**src/rtl/bar_probe_pkg.sv**
```systemverilog
package bar_probe_pkg;

    localparam int WORD_W = 32;
    localparam int SPAN_W = 64;
    localparam logic [WORD_W-1:0] ALL_ONES = '1;

    // Top-level phase of a probe pass
    typedef enum logic [1:0] {
        PH_IDLE   = 2'd0,
        PH_ACCESS = 2'd1,
        PH_CALC   = 2'd2
    } phase_e;

    // Access step within one dword probe (bit 0 doubles as write enable)
    typedef enum logic [1:0] {
        AC_RD_ORIG = 2'd0,
        AC_WR_ONES = 2'd1,
        AC_RD_SIZE = 2'd2,
        AC_WR_BACK = 2'd3
    } step_e;

    typedef struct packed {
        logic              valid;
        logic [3:0]        attr;
        logic              wide;
        logic [SPAN_W-1:0] span;
    } bar_report_t;

    // Low address bits that carry attributes rather than address
    function automatic logic [WORD_W-1:0] addr_keep(input logic is_io);
        return is_io ? ~WORD_W'(32'h3) : ~WORD_W'(32'hF);
    endfunction

    // Size-minus-one from base, read-back and significance mask
    function automatic logic [SPAN_W-1:0] span_of(
        input logic [SPAN_W-1:0] base,
        input logic [SPAN_W-1:0] maxb,
        input logic [SPAN_W-1:0] mask
    );
        logic [SPAN_W-1:0] v;
        logic [SPAN_W-1:0] s;
        v = maxb & mask;
        if (v == '0) begin
            s = '0;
        end else begin
            s = (v & ~(v - SPAN_W'(1))) - SPAN_W'(1);
            if ((base == maxb) && (((base | s) & mask) != mask))
                s = '0;
        end
        return s;
    endfunction

endpackage

```
**src/rtl/bar_cfg_port.sv**
```systemverilog
module bar_cfg_port
    import bar_probe_pkg::*;
#(
    parameter int IDX_W = 3
) (
    input  logic              clk,
    input  logic              rst,
    input  logic              go,
    input  logic              go_we,
    input  logic [IDX_W-1:0]  go_idx,
    input  logic [WORD_W-1:0] go_wdata,
    output logic              cfg_req,
    output logic              cfg_we,
    output logic [IDX_W-1:0]  cfg_idx,
    output logic [WORD_W-1:0] cfg_wdata,
    input  logic              cfg_done,
    input  logic [WORD_W-1:0] cfg_rdata,
    output logic              acc_done,
    output logic [WORD_W-1:0] acc_rdata
);

    always_ff @(posedge clk) begin
        if (rst) begin
            cfg_req   <= 1'b0;
            cfg_we    <= 1'b0;
            cfg_idx   <= '0;
            cfg_wdata <= '0;
            acc_done  <= 1'b0;
            acc_rdata <= '0;
        end else begin
            acc_done <= 1'b0;
            if (!cfg_req && go) begin
                cfg_req   <= 1'b1;
                cfg_we    <= go_we;
                cfg_idx   <= go_idx;
                cfg_wdata <= go_wdata;
            end else if (cfg_req && cfg_done) begin
                cfg_req   <= 1'b0;
                acc_done  <= 1'b1;
                acc_rdata <= cfg_rdata;
            end
        end
    end

    // request and its fields hold until completion
    assert_req_hold_R2: assert property (@(posedge clk) disable iff (rst)
        (cfg_req && !cfg_done) |=> (cfg_req && $stable(cfg_idx) && $stable(cfg_we) && $stable(cfg_wdata)));

    // a new access is never launched while one is outstanding
    assert_single_outstanding_R2: assert property (@(posedge clk) disable iff (rst)
        go |-> !cfg_req);

    // completion is followed by a dropped request
    assert_done_drops_req_R1: assert property (@(posedge clk) disable iff (rst)
        (cfg_req && cfg_done) |=> !cfg_req);

endmodule

```
**src/rtl/bar_size_calc.sv**
```systemverilog
module bar_size_calc
    import bar_probe_pkg::*;
(
    input  logic [WORD_W-1:0] lo_orig,
    input  logic [WORD_W-1:0] lo_rb,
    input  logic [WORD_W-1:0] hi_orig,
    input  logic [WORD_W-1:0] hi_rb,
    input  logic              wide,
    output bar_report_t       rpt
);

    logic [WORD_W-1:0] keep;
    logic [WORD_W-1:0] lo_rb_eff;
    logic [SPAN_W-1:0] base64;
    logic [SPAN_W-1:0] maxb64;
    logic [SPAN_W-1:0] mask64;
    logic [SPAN_W-1:0] span;

    always_comb begin
        keep      = addr_keep(lo_orig[0]);
        lo_rb_eff = (lo_rb == ALL_ONES) ? '0 : lo_rb;
        base64    = {wide ? hi_orig  : '0, lo_orig   & keep};
        maxb64    = {wide ? hi_rb    : '0, lo_rb_eff & keep};
        mask64    = {wide ? ALL_ONES : '0, keep};
        span      = span_of(base64, maxb64, mask64);
        rpt.valid = (span != '0);
        rpt.attr  = lo_orig[3:0];
        rpt.wide  = wide;
        rpt.span  = span;
    end

endmodule

```
**src/rtl/bar_probe_seq.sv**
```systemverilog
module bar_probe_seq
    import bar_probe_pkg::*;
#(
    parameter int NUM_BARS = 6,
    parameter int IDX_W    = $clog2(NUM_BARS)
) (
    input  logic              clk,
    input  logic              rst,
    input  logic              start,
    output logic              cfg_req,
    output logic              cfg_we,
    output logic [IDX_W-1:0]  cfg_idx,
    output logic [31:0]       cfg_wdata,
    input  logic              cfg_done,
    input  logic [31:0]       cfg_rdata,
    output logic              res_strobe,
    output logic [IDX_W-1:0]  res_idx,
    output logic              res_valid,
    output logic [3:0]        res_type,
    output logic              res_is64,
    output logic [63:0]       res_size,
    output logic              all_done
);

    localparam logic [IDX_W-1:0] LAST_IDX = IDX_W'(NUM_BARS - 1);

    phase_e            phase;
    step_e             step;
    logic              pend;
    logic              upper;
    logic              wide;
    logic [IDX_W-1:0]  cur_idx;
    logic [IDX_W-1:0]  rep_idx;
    logic [WORD_W-1:0] lo_orig, lo_rb, hi_orig, hi_rb;

    logic              go;
    logic              go_we;
    logic [WORD_W-1:0] go_wdata;
    logic              acc_done;
    logic [WORD_W-1:0] acc_rdata;
    logic              pair_ok;
    bar_report_t       rpt;

    always_comb begin
        go       = (phase == PH_ACCESS) && !pend;
        go_we    = step[0];
        go_wdata = (step == AC_WR_ONES) ? ALL_ONES : (upper ? hi_orig : lo_orig);
        pair_ok  = !lo_orig[0] && (lo_orig[2:1] == 2'b10) && (cur_idx != LAST_IDX);
    end

    bar_cfg_port #(.IDX_W(IDX_W)) u_port (
        .clk       (clk),
        .rst       (rst),
        .go        (go),
        .go_we     (go_we),
        .go_idx    (cur_idx),
        .go_wdata  (go_wdata),
        .cfg_req   (cfg_req),
        .cfg_we    (cfg_we),
        .cfg_idx   (cfg_idx),
        .cfg_wdata (cfg_wdata),
        .cfg_done  (cfg_done),
        .cfg_rdata (cfg_rdata),
        .acc_done  (acc_done),
        .acc_rdata (acc_rdata)
    );

    bar_size_calc u_calc (
        .lo_orig (lo_orig),
        .lo_rb   (lo_rb),
        .hi_orig (hi_orig),
        .hi_rb   (hi_rb),
        .wide    (wide),
        .rpt     (rpt)
    );

    always_ff @(posedge clk) begin
        if (rst) begin
            phase      <= PH_IDLE;
            step       <= AC_RD_ORIG;
            pend       <= 1'b0;
            upper      <= 1'b0;
            wide       <= 1'b0;
            cur_idx    <= '0;
            rep_idx    <= '0;
            lo_orig    <= '0;
            lo_rb      <= '0;
            hi_orig    <= '0;
            hi_rb      <= '0;
            res_strobe <= 1'b0;
            res_idx    <= '0;
            res_valid  <= 1'b0;
            res_type   <= '0;
            res_is64   <= 1'b0;
            res_size   <= '0;
            all_done   <= 1'b0;
        end else begin
            res_strobe <= 1'b0;
            unique case (phase)
                PH_IDLE: begin
                    if (start) begin
                        phase    <= PH_ACCESS;
                        step     <= AC_RD_ORIG;
                        pend     <= 1'b0;
                        upper    <= 1'b0;
                        wide     <= 1'b0;
                        cur_idx  <= '0;
                        rep_idx  <= '0;
                        hi_orig  <= '0;
                        hi_rb    <= '0;
                        all_done <= 1'b0;
                    end
                end
                PH_ACCESS: begin
                    if (acc_done) begin
                        pend <= 1'b0;
                        if (step == AC_RD_ORIG) begin
                            if (upper) hi_orig <= acc_rdata;
                            else       lo_orig <= acc_rdata;
                        end
                        if (step == AC_RD_SIZE) begin
                            if (upper) hi_rb <= acc_rdata;
                            else       lo_rb <= acc_rdata;
                        end
                        if (step == AC_WR_BACK) begin
                            step <= AC_RD_ORIG;
                            if (!upper && pair_ok) begin
                                upper   <= 1'b1;
                                wide    <= 1'b1;
                                cur_idx <= cur_idx + IDX_W'(1);
                            end else begin
                                phase <= PH_CALC;
                            end
                        end else begin
                            step <= step_e'(step + 2'd1);
                        end
                    end else if (!pend) begin
                        pend <= 1'b1;
                    end
                end
                PH_CALC: begin
                    res_strobe <= 1'b1;
                    res_idx    <= rep_idx;
                    res_valid  <= rpt.valid;
                    res_type   <= rpt.attr;
                    res_is64   <= rpt.wide;
                    res_size   <= rpt.span;
                    if (cur_idx == LAST_IDX) begin
                        phase    <= PH_IDLE;
                        all_done <= 1'b1;
                    end else begin
                        phase   <= PH_ACCESS;
                        step    <= AC_RD_ORIG;
                        pend    <= 1'b0;
                        upper   <= 1'b0;
                        wide    <= 1'b0;
                        hi_orig <= '0;
                        hi_rb   <= '0;
                        cur_idx <= cur_idx + IDX_W'(1);
                        rep_idx <= cur_idx + IDX_W'(1);
                    end
                end
                default: phase <= PH_IDLE;
            endcase
        end
    end

    // reported size plus one is a power of two (or the full 64-bit wrap)
    assert_span_pow2_R5: assert property (@(posedge clk) disable iff (rst)
        res_strobe |-> $onehot0(res_size + 64'd1));

    // an I/O slot is never reported as paired
    assert_io_unpaired_R6: assert property (@(posedge clk) disable iff (rst)
        (res_strobe && res_type[0]) |-> !res_is64);

    // pairing never reaches past the final slot
    assert_no_pair_at_end_R11: assert property (@(posedge clk) disable iff (rst)
        (res_strobe && res_is64) |-> (res_idx != LAST_IDX));

    // result strobe is a single-cycle pulse
    assert_strobe_pulse_R9: assert property (@(posedge clk) disable iff (rst)
        res_strobe |=> !res_strobe);

    // no configuration traffic once the pass is complete
    assert_done_quiet_R10: assert property (@(posedge clk) disable iff (rst)
        all_done |-> !cfg_req);

    // an invalid report carries a zero size
    assert_invalid_zero_R3: assert property (@(posedge clk) disable iff (rst)
        (res_strobe && !res_valid) |-> (res_size == 64'd0));

endmodule

```
**config.mk**
```make
export PLATFORM = sky130hd
export DESIGN_NAME = bar_probe_seq
export DESIGN_NICKNAME = d
export VERILOG_FILES = /design/src/rtl/bar_probe_pkg.sv /design/src/rtl/bar_cfg_port.sv /design/src/rtl/bar_size_calc.sv /design/src/rtl/bar_probe_seq.sv
export SDC_FILE = /design/constraint.sdc
export NUM_CORES = 1
export LEC_CHECK = 0
export BUFFER_PORTS_ARGS = -buffer_cell sky130_fd_sc_hd__buf_4
export CORE_ASPECT_RATIO = 1.4
export CORE_MARGIN = 1
export CORE_UTILIZATION = 40
export DETAILED_ROUTE_END_ITERATION = 6
export GPL_TIMING_DRIVEN = 0
export PLACE_DENSITY_LB_ADDON = 0.08
export RECOVER_POWER = 100
export SLEW_MARGIN = 20
export SYNTH_ARGS = -nofsm -noshare
export SYNTH_HDL_FRONTEND = slang
export SYNTH_SLANG_ARGS = --single-unit
```
**constraint.sdc**
```tcl
create_clock -name clk -period 4.1 [get_ports clk]
set_input_delay 0.205 -clock clk [delete_from_list [all_inputs] [get_ports clk]]
set_output_delay 0.205 -clock clk [all_outputs]
set_load 0.02 [all_outputs]
```
==> results.yml, run 1 <==
critical_path:
  end_kind: "flop"
  crit_type: "reg2reg"
  arrival_ps: 4480
  crit_fanout: 8
  cp.required_ps: 4580
  start_kind: "flop"
sta:
  slew_headroom: 0.358
  report.final.hold_viol_count: 0
  finalCritPeriodShare: 0.976
  timing.fmax_mhz: 250
  worst_slew_pin_slew_ps: 955
  drv_slew: 0
  skew_ps: 12.4
  tns_ps: 0
  setup_violations: 0
  period_needed_ps: 4000
run:
  max_cap_violations: 0
placement:
  place.gp.congestion: 0.980
  hpwlAfterDp_um: 44600
  port_buffers: 146
  dp_cells: 2428
power:
  pwr_density_cell_mw_per_mm2: 449
  max-vdd-ir-drop_v: 0.000378
  p_leak_nw: 6.05
  p_total_w: 0.00765
synthesis:
  synth_area_per_cell_um2: 7.54
  synth_nets: 1877
  synth_top_area_frac: 0.412
  netlist_area_mm2: 0.0138
  synth_edf_count: 0
  yosysUniqueCellTypes: 83
  ys.flop_type: "dfxtp_1"
  synth_cells: 1831
  ys_ff_latch: 284
  ys_seq_area_frac: 0.412
  ys_warn_count: 0
  yosys.area.top_type: "dfxtp_1"
  async_flop_share: 0
  ys_top_cells_by_area: "dfxtp_1 (41%), nand2_1 (11%), a21oi_1 (7.6%)"
clocking:
  cts.path.max_buffers: 3
  cts.clk_slew.worst_paths_ps: 60
  cts_tree: "built"
  ctsHtreeMaxLevel: 1
  clock-sinks: 284
  clk-insertion-delay-late_ps: 570
  root_buffer: "clkbuf_16"
  cts_buffers: 28
cells_and_area:
  most-common-layout-cells: "nand2_1 (396), dfxtp_1 (266), clkbuf_1 (213)"
  layout_commonest_cell: "nand2_1"
  drive_above_1_share: 0.113
  stdcell_count: 2529
  areaGrowthSynthToFinish_pct: 23.5
  post-route-util: 0.501
  antennaDiodeCount: 0
  finalNetCount: 2105
  fillCellCount: 3610
  ff_latch_area_mm2: 0.00572
  multi_input_area_mm2: 0.00775
floorplanning:
  dieArea_mm2: 0.0353
  initial_utilization: 0.406
  core_area_mm2: 0.0340
  io_pins: 148
  die_h_um: 222
  rows: 80
  die_w_um: 159
drt:
  routed_wl_um: 57900
  via_count: 14600
  wl_per_cell_um: 22.9
  drc_errors: 0
  viasPerCell: 5.78
  dr.pass1.iters: 6
  drtIter0Drc: 1483
  postRouteAntennaNets: 0
global_routing:
  track_usage: 0.317
  grt_max_degree: 14
  grt.overflow.total: 0
  grt_pass1_vias: 13600
  grt_pass1_wl_um: 84300
  antenna_found_initial: 0
status:
  status: "finished, final reports clean"
worst_hold_path:
  hold_class: "in2reg"
-- cell families after synthesis --
kind of cell               Yosys count  share of synthesized area
adders and majority gates           10                    0.00906
xor gates and xnor gates            39                     0.0247
buffers and inverters              178                     0.0521
DFF                                284                      0.412
muxes                               13                    0.00952
and+or+nand+nor                    859                      0.289
AOI/OAI and AO/OA                  448                      0.204
-- worst paths after layout --
check / start / endpoint / slack, ps / cells past startpoint
min reg2reg: res_valid / res_valid / 450 / 2
min: start / all_done / 30 / 4
max: lo_rb[9] / res_size[55] / 100 / 16
max reg2reg: lo_rb[9] / res_size[55] / 100 / 16
-- sequential cells by signal (all words and copies together), names as in the netlist, 2 cells and up --
register / count
phase: 2
res_idx: 3
u_port.acc_rdata: 32
hi_orig: 32
lo_rb: 32
u_port.cfg_idx: 3
cur_idx: 3
hi_rb: 32
res_size: 63
lo_orig: 32
rep_idx: 3
res_type: 4
u_port.cfg_wdata: 32
step: 2
-- final cells by class --
type                            instances  area share
Multi-Input combinational cell       1369       0.455
Sequential cell                       284       0.335
Buffer                                133      0.0379
Inverter                               36     0.00793
Tap cell                              451      0.0331
Clock buffer                           44      0.0506
Clock inverter                          5     0.00587
Timing Repair Buffer                  207      0.0747
-- repair_timing --
| action | in CTS | in global routing |
|---|---|---|
| resized for setup | 70 | 73 |
| gates cloned | 1 | 1 |
| buffers inserted | 13 | 13 |
| setup endpoints to repair | 62 | 57 |
| hold buffers | 33 | 0 |
| endpoints found under the hold margin | 33 | 0 |
| pin swaps | 12 | 23 |
-- cells in the mapped netlist (6+ instances only) --
| cell | count |
|---|---|
| nor3_1 | 56 |
| o22ai_1 | 10 |
| o21ai_0 | 74 |
| nor4_1 | 22 |
| ha_1 | 10 |
| nand2_1 | 398 |
| nand2b_1 | 8 |
| or3_1 | 13 |
| a21oi_1 | 209 |
| nand4_1 | 31 |
| nor4bb_1 | 6 |
| a21boi_0 | 6 |
| nand3_1 | 90 |
| clkbuf_1 | 110 |
| nor2b_1 | 29 |
| nor3b_1 | 6 |
| and2_1 | 14 |
| o21ai_2 | 18 |
| mux2i_1 | 12 |
| buf_1 | 10 |
| inv_1 | 35 |
| a2111oi_0 | 29 |
| nor2_1 | 136 |
| dfxtp_1 | 284 |
| xnor2_1 | 30 |
| and3_1 | 9 |
| o31ai_1 | 11 |
| and4_1 | 6 |
| a31oi_1 | 12 |
| o211ai_1 | 7 |
| buf_2 | 16 |
| xor2_1 | 9 |
-- metal layers --
layer	part of all wire	vias to the layer above	GRT usage
met5	0	-	0
met4	0.069	0	0.199
met3	0.060	173	0.0303
met2	0.46	670	0.525
met1	0.41	6887	0.395
li1	-	6881	-
-- critical path, stage by stage (launching register included) --
cell and delay [ps]:
dfxtp_1 300, buf_4 160, or4_4 530, nor3_4 220, buf_4 190, a21oi_1 80
a2111oi_1 410, nand4_1 250, o41ai_4 320, nand3_2 170, nand4b_1 270, nor4_4 330
a31oi_4 120, buf_12 160, buf_6 120, buf_16 120, o31ai_2 150
-- power breakdown --
| part | switching [W] | internal [W] | total [W] |
|---|---|---|---|
| Sequential | 0.000200 | 0.00294 | 0.00314 |
| Clock | 0.00109 | 0.00162 | 0.00271 |
| Combinational | 0.00133 | 0.000468 | 0.00180 |
-- per-stage QoR --
| step | cell area, um^2 | setup slack (ps) | hold slack, ps |
|---|---|---|---|
| final | 17100 | 99.6 | 26.7 |
| after global routing | 17100 | -42.9 | 18.4 |
| after CTS | 17100 | 2.24 | 4.74 |
| after detailed placement | 15500 | -1880 | 440 |
| after global placement | 15500 | -1840 | 432 |
| after floorplan | 13800 | 605 | 341 |
(Power assumes the default switching activity.)
==> inputs of run 2 (changes only) <==
--- a/config.mk
+++ b/config.mk
@@ -9,6 +9,7 @@
 export CORE_ASPECT_RATIO = 1.4
 export CORE_MARGIN = 1
 export CORE_UTILIZATION = 40
+export CTS_BUF_LIST = sky130_fd_sc_hd__clkbuf_16
 export DETAILED_ROUTE_END_ITERATION = 6
 export GPL_TIMING_DRIVEN = 0
 export PLACE_DENSITY_LB_ADDON = 0.08
==> run 2 against run 1 <==
Against the previous run:
- clock-buffer cell count is 15 lower
- critical endpoint is now res_size[43]
- flip-flop and latch count stayed put
- worst hold slack worse by 9.0 ps
- clock power is 6% lower
- wire length is 0.15% higher
- first-iteration DRC count is 4.9% lower
- critical path type unchanged
- combinational power hardly changed
- via count is 0.55% higher
==> results.yml, run 2 (synthesis results as in run 1) <==
global_routing:
  track_usage: 0.317
  grt_pass1_wl_um: 84400
  grt_pass1_vias: 13600
  grt.overflow.total: 0
  antenna_found_initial: 0
  grt_max_degree: 14
placement:
  hpwlAfterDp_um: 44600
  port_buffers: 146
  dp_cells: 2428
  placed_area_mm2: 0.0155
  place.gp.congestion: 0.980
cells_and_area:
  drive_above_1_share: 0.110
  areaGrowthSynthToFinish_pct: 22.9
  fin_area_mm2: 0.0170
  largest_reg_flops: 63
  top_register: "res_size"
  most-common-layout-cells: "nand2_1 (396), dfxtp_1 (266), clkbuf_1 (206)"
  finalNetCount: 2105
  fillCellCount: 3628
  antennaDiodeCount: 0
  layout_commonest_cell: "nand2_1"
  stdcell_count: 2529
power:
  power_frac_seq: 0.420
  pwr-share-clk: 0.339
  max-vdd-ir-drop_v: 0.000379
  p_leak_nw: 6.03
  p_sw_frac: 0.351
  switchingPower_w: 0.00263
  power_frac_comb: 0.241
  pwr_density_cell_mw_per_mm2: 441
  p_int_w: 0.00486
drt:
  routed_wl_um: 58000
  dr.pass1.iters: 5
  via_count: 14700
  drc_errors: 0
  postRouteAntennaNets: 0
  viasPerCell: 5.81
  drtIter0Drc: 1410
  wl_per_cell_um: 22.9
floorplanning:
  core_area_mm2: 0.0340
  die_h_um: 222
  die_w_um: 159
  io_pins: 148
  rows: 80
  dieArea_mm2: 0.0353
  initial_utilization: 0.406
clocking:
  clk-insertion-delay-late_ps: 570
  ctsHtreeMaxLevel: 1
  cts.path.max_buffers: 3
  cts.clk_slew.worst_paths_ps: 60
  cts_tree: "built"
  root_buffer: "clkbuf_16"
  clock-sinks: 284
  cts_buffers: 28
critical_path:
  crit_fanout: 10
  end_kind: "flop"
  crit_type: "reg2reg"
  arrival_ps: 4470
  start_kind: "flop"
  cp.required_ps: 4540
sta:
  finalCritPeriodShare: 0.984
  skew_ps: 11.8
  tns_ps: 0
  period_needed_ps: 4030
  drv_slew: 0
  report.final.hold_viol_count: 0
  worst_slew_pin_slew_ps: 1020
  timing.fmax_mhz: 248
  setup_violations: 0
  slew_headroom: 0.312
worst_hold_path:
  hold_class: "in2reg"
status:
  status: "finished, final reports clean"
run:
  max_cap_violations: 0
run 2: cell types whose count changed in the layout (fill, tap and decap cells not counted):
| cell | change |
|---|---|
| o21ai_1 | -1 |
| clkbuf_4 | -1 |
| inv_1 | +7 |
| clkbuf_2 | +1 |
| clkinv_1 | +8 |
| o21ai_2 | +1 |
| clkbuf_8 | -8 |
| clkbuf_1 | -7 |
run 2: metrics by stage:
stage	hold WS (ps)	setup WS (ps)	power, W	util
2_1_floorplan	341	605	0.00429	-
3_3_place_gp	432	-1840	0.00501	0.454
3_5_place_dp	440	-1880	0.00503	0.454
4_1_cts	3.59	2.27	0.00758	0.501
5_1_grt	18.3	-27.1	0.00778	0.499
6_report	17.7	66.4	0.00749	0.499
run 2: per-layer routing:
metal,share of wire,wire [um],track usage
met5,0,0,0
met2,0.46,26700,0.525
met4,0.068,3970,0.198
met3,0.059,3440,0.0296
met1,0.41,23900,0.396
run 2: timing repair:
item                                   in CTS  in global routing
gates cloned                                1                  1
pin swaps                                  12                 23
endpoints found under the hold margin      33                  0
gates resized for setup                    70                 72
hold buffers                               33                  0
setup buffers                              13                 13
setup endpoints to repair                  62                 57
run 2: final cells by class:
type | count | area (um^2) | share of cell area
timing repair buffer | 207 | 1270 | 0.0751
clock inverter | 20 | 156 | 0.00922
tap | 451 | 564 | 0.0332
buffer | 133 | 643 | 0.0379
multi-input combinational | 1369 | 7760 | 0.457
clock buffer | 29 | 726 | 0.0428
inverter | 36 | 135 | 0.00796
sequential | 284 | 5720 | 0.337
run 2: power by group through the flow:
stage                     sequential, W  combinational (W)  clock (W)
after floorplan                 0.00326            0.00103          0
after global placement          0.00320            0.00181          0
after detailed placement        0.00320            0.00183          0
after CTS                       0.00314            0.00187    0.00258
after global routing            0.00315            0.00195    0.00267
final                           0.00314            0.00181    0.00254
run 2: final timing paths:
path / startpoint / endpoint / slack [ps] / cells after the start
max reg2reg: lo_rb[14] / res_size[43] / 70 / 18
min reg2reg: res_valid / res_valid / 450 / 2
min: start / all_done / 20 / 4
max: lo_rb[14] / res_size[43] / 70 / 18
run 2: critical path, cell delays in order (launching register included):
cell	delay [ps]
dfxtp_1	300
clkbuf_4	200
nand4_1	170
nor4_4	60
buf_6	150
nand2_2	160
clkbuf_4	290
clkbuf_2	360
nand2_1	90
a222oi_1	390
nand4_1	230
nor4bb_4	510
o21ai_2	130
and2_1	190
a31oi_4	170
buf_12	150
buf_12	130
clkbuf_16	150
o21ai_2	50
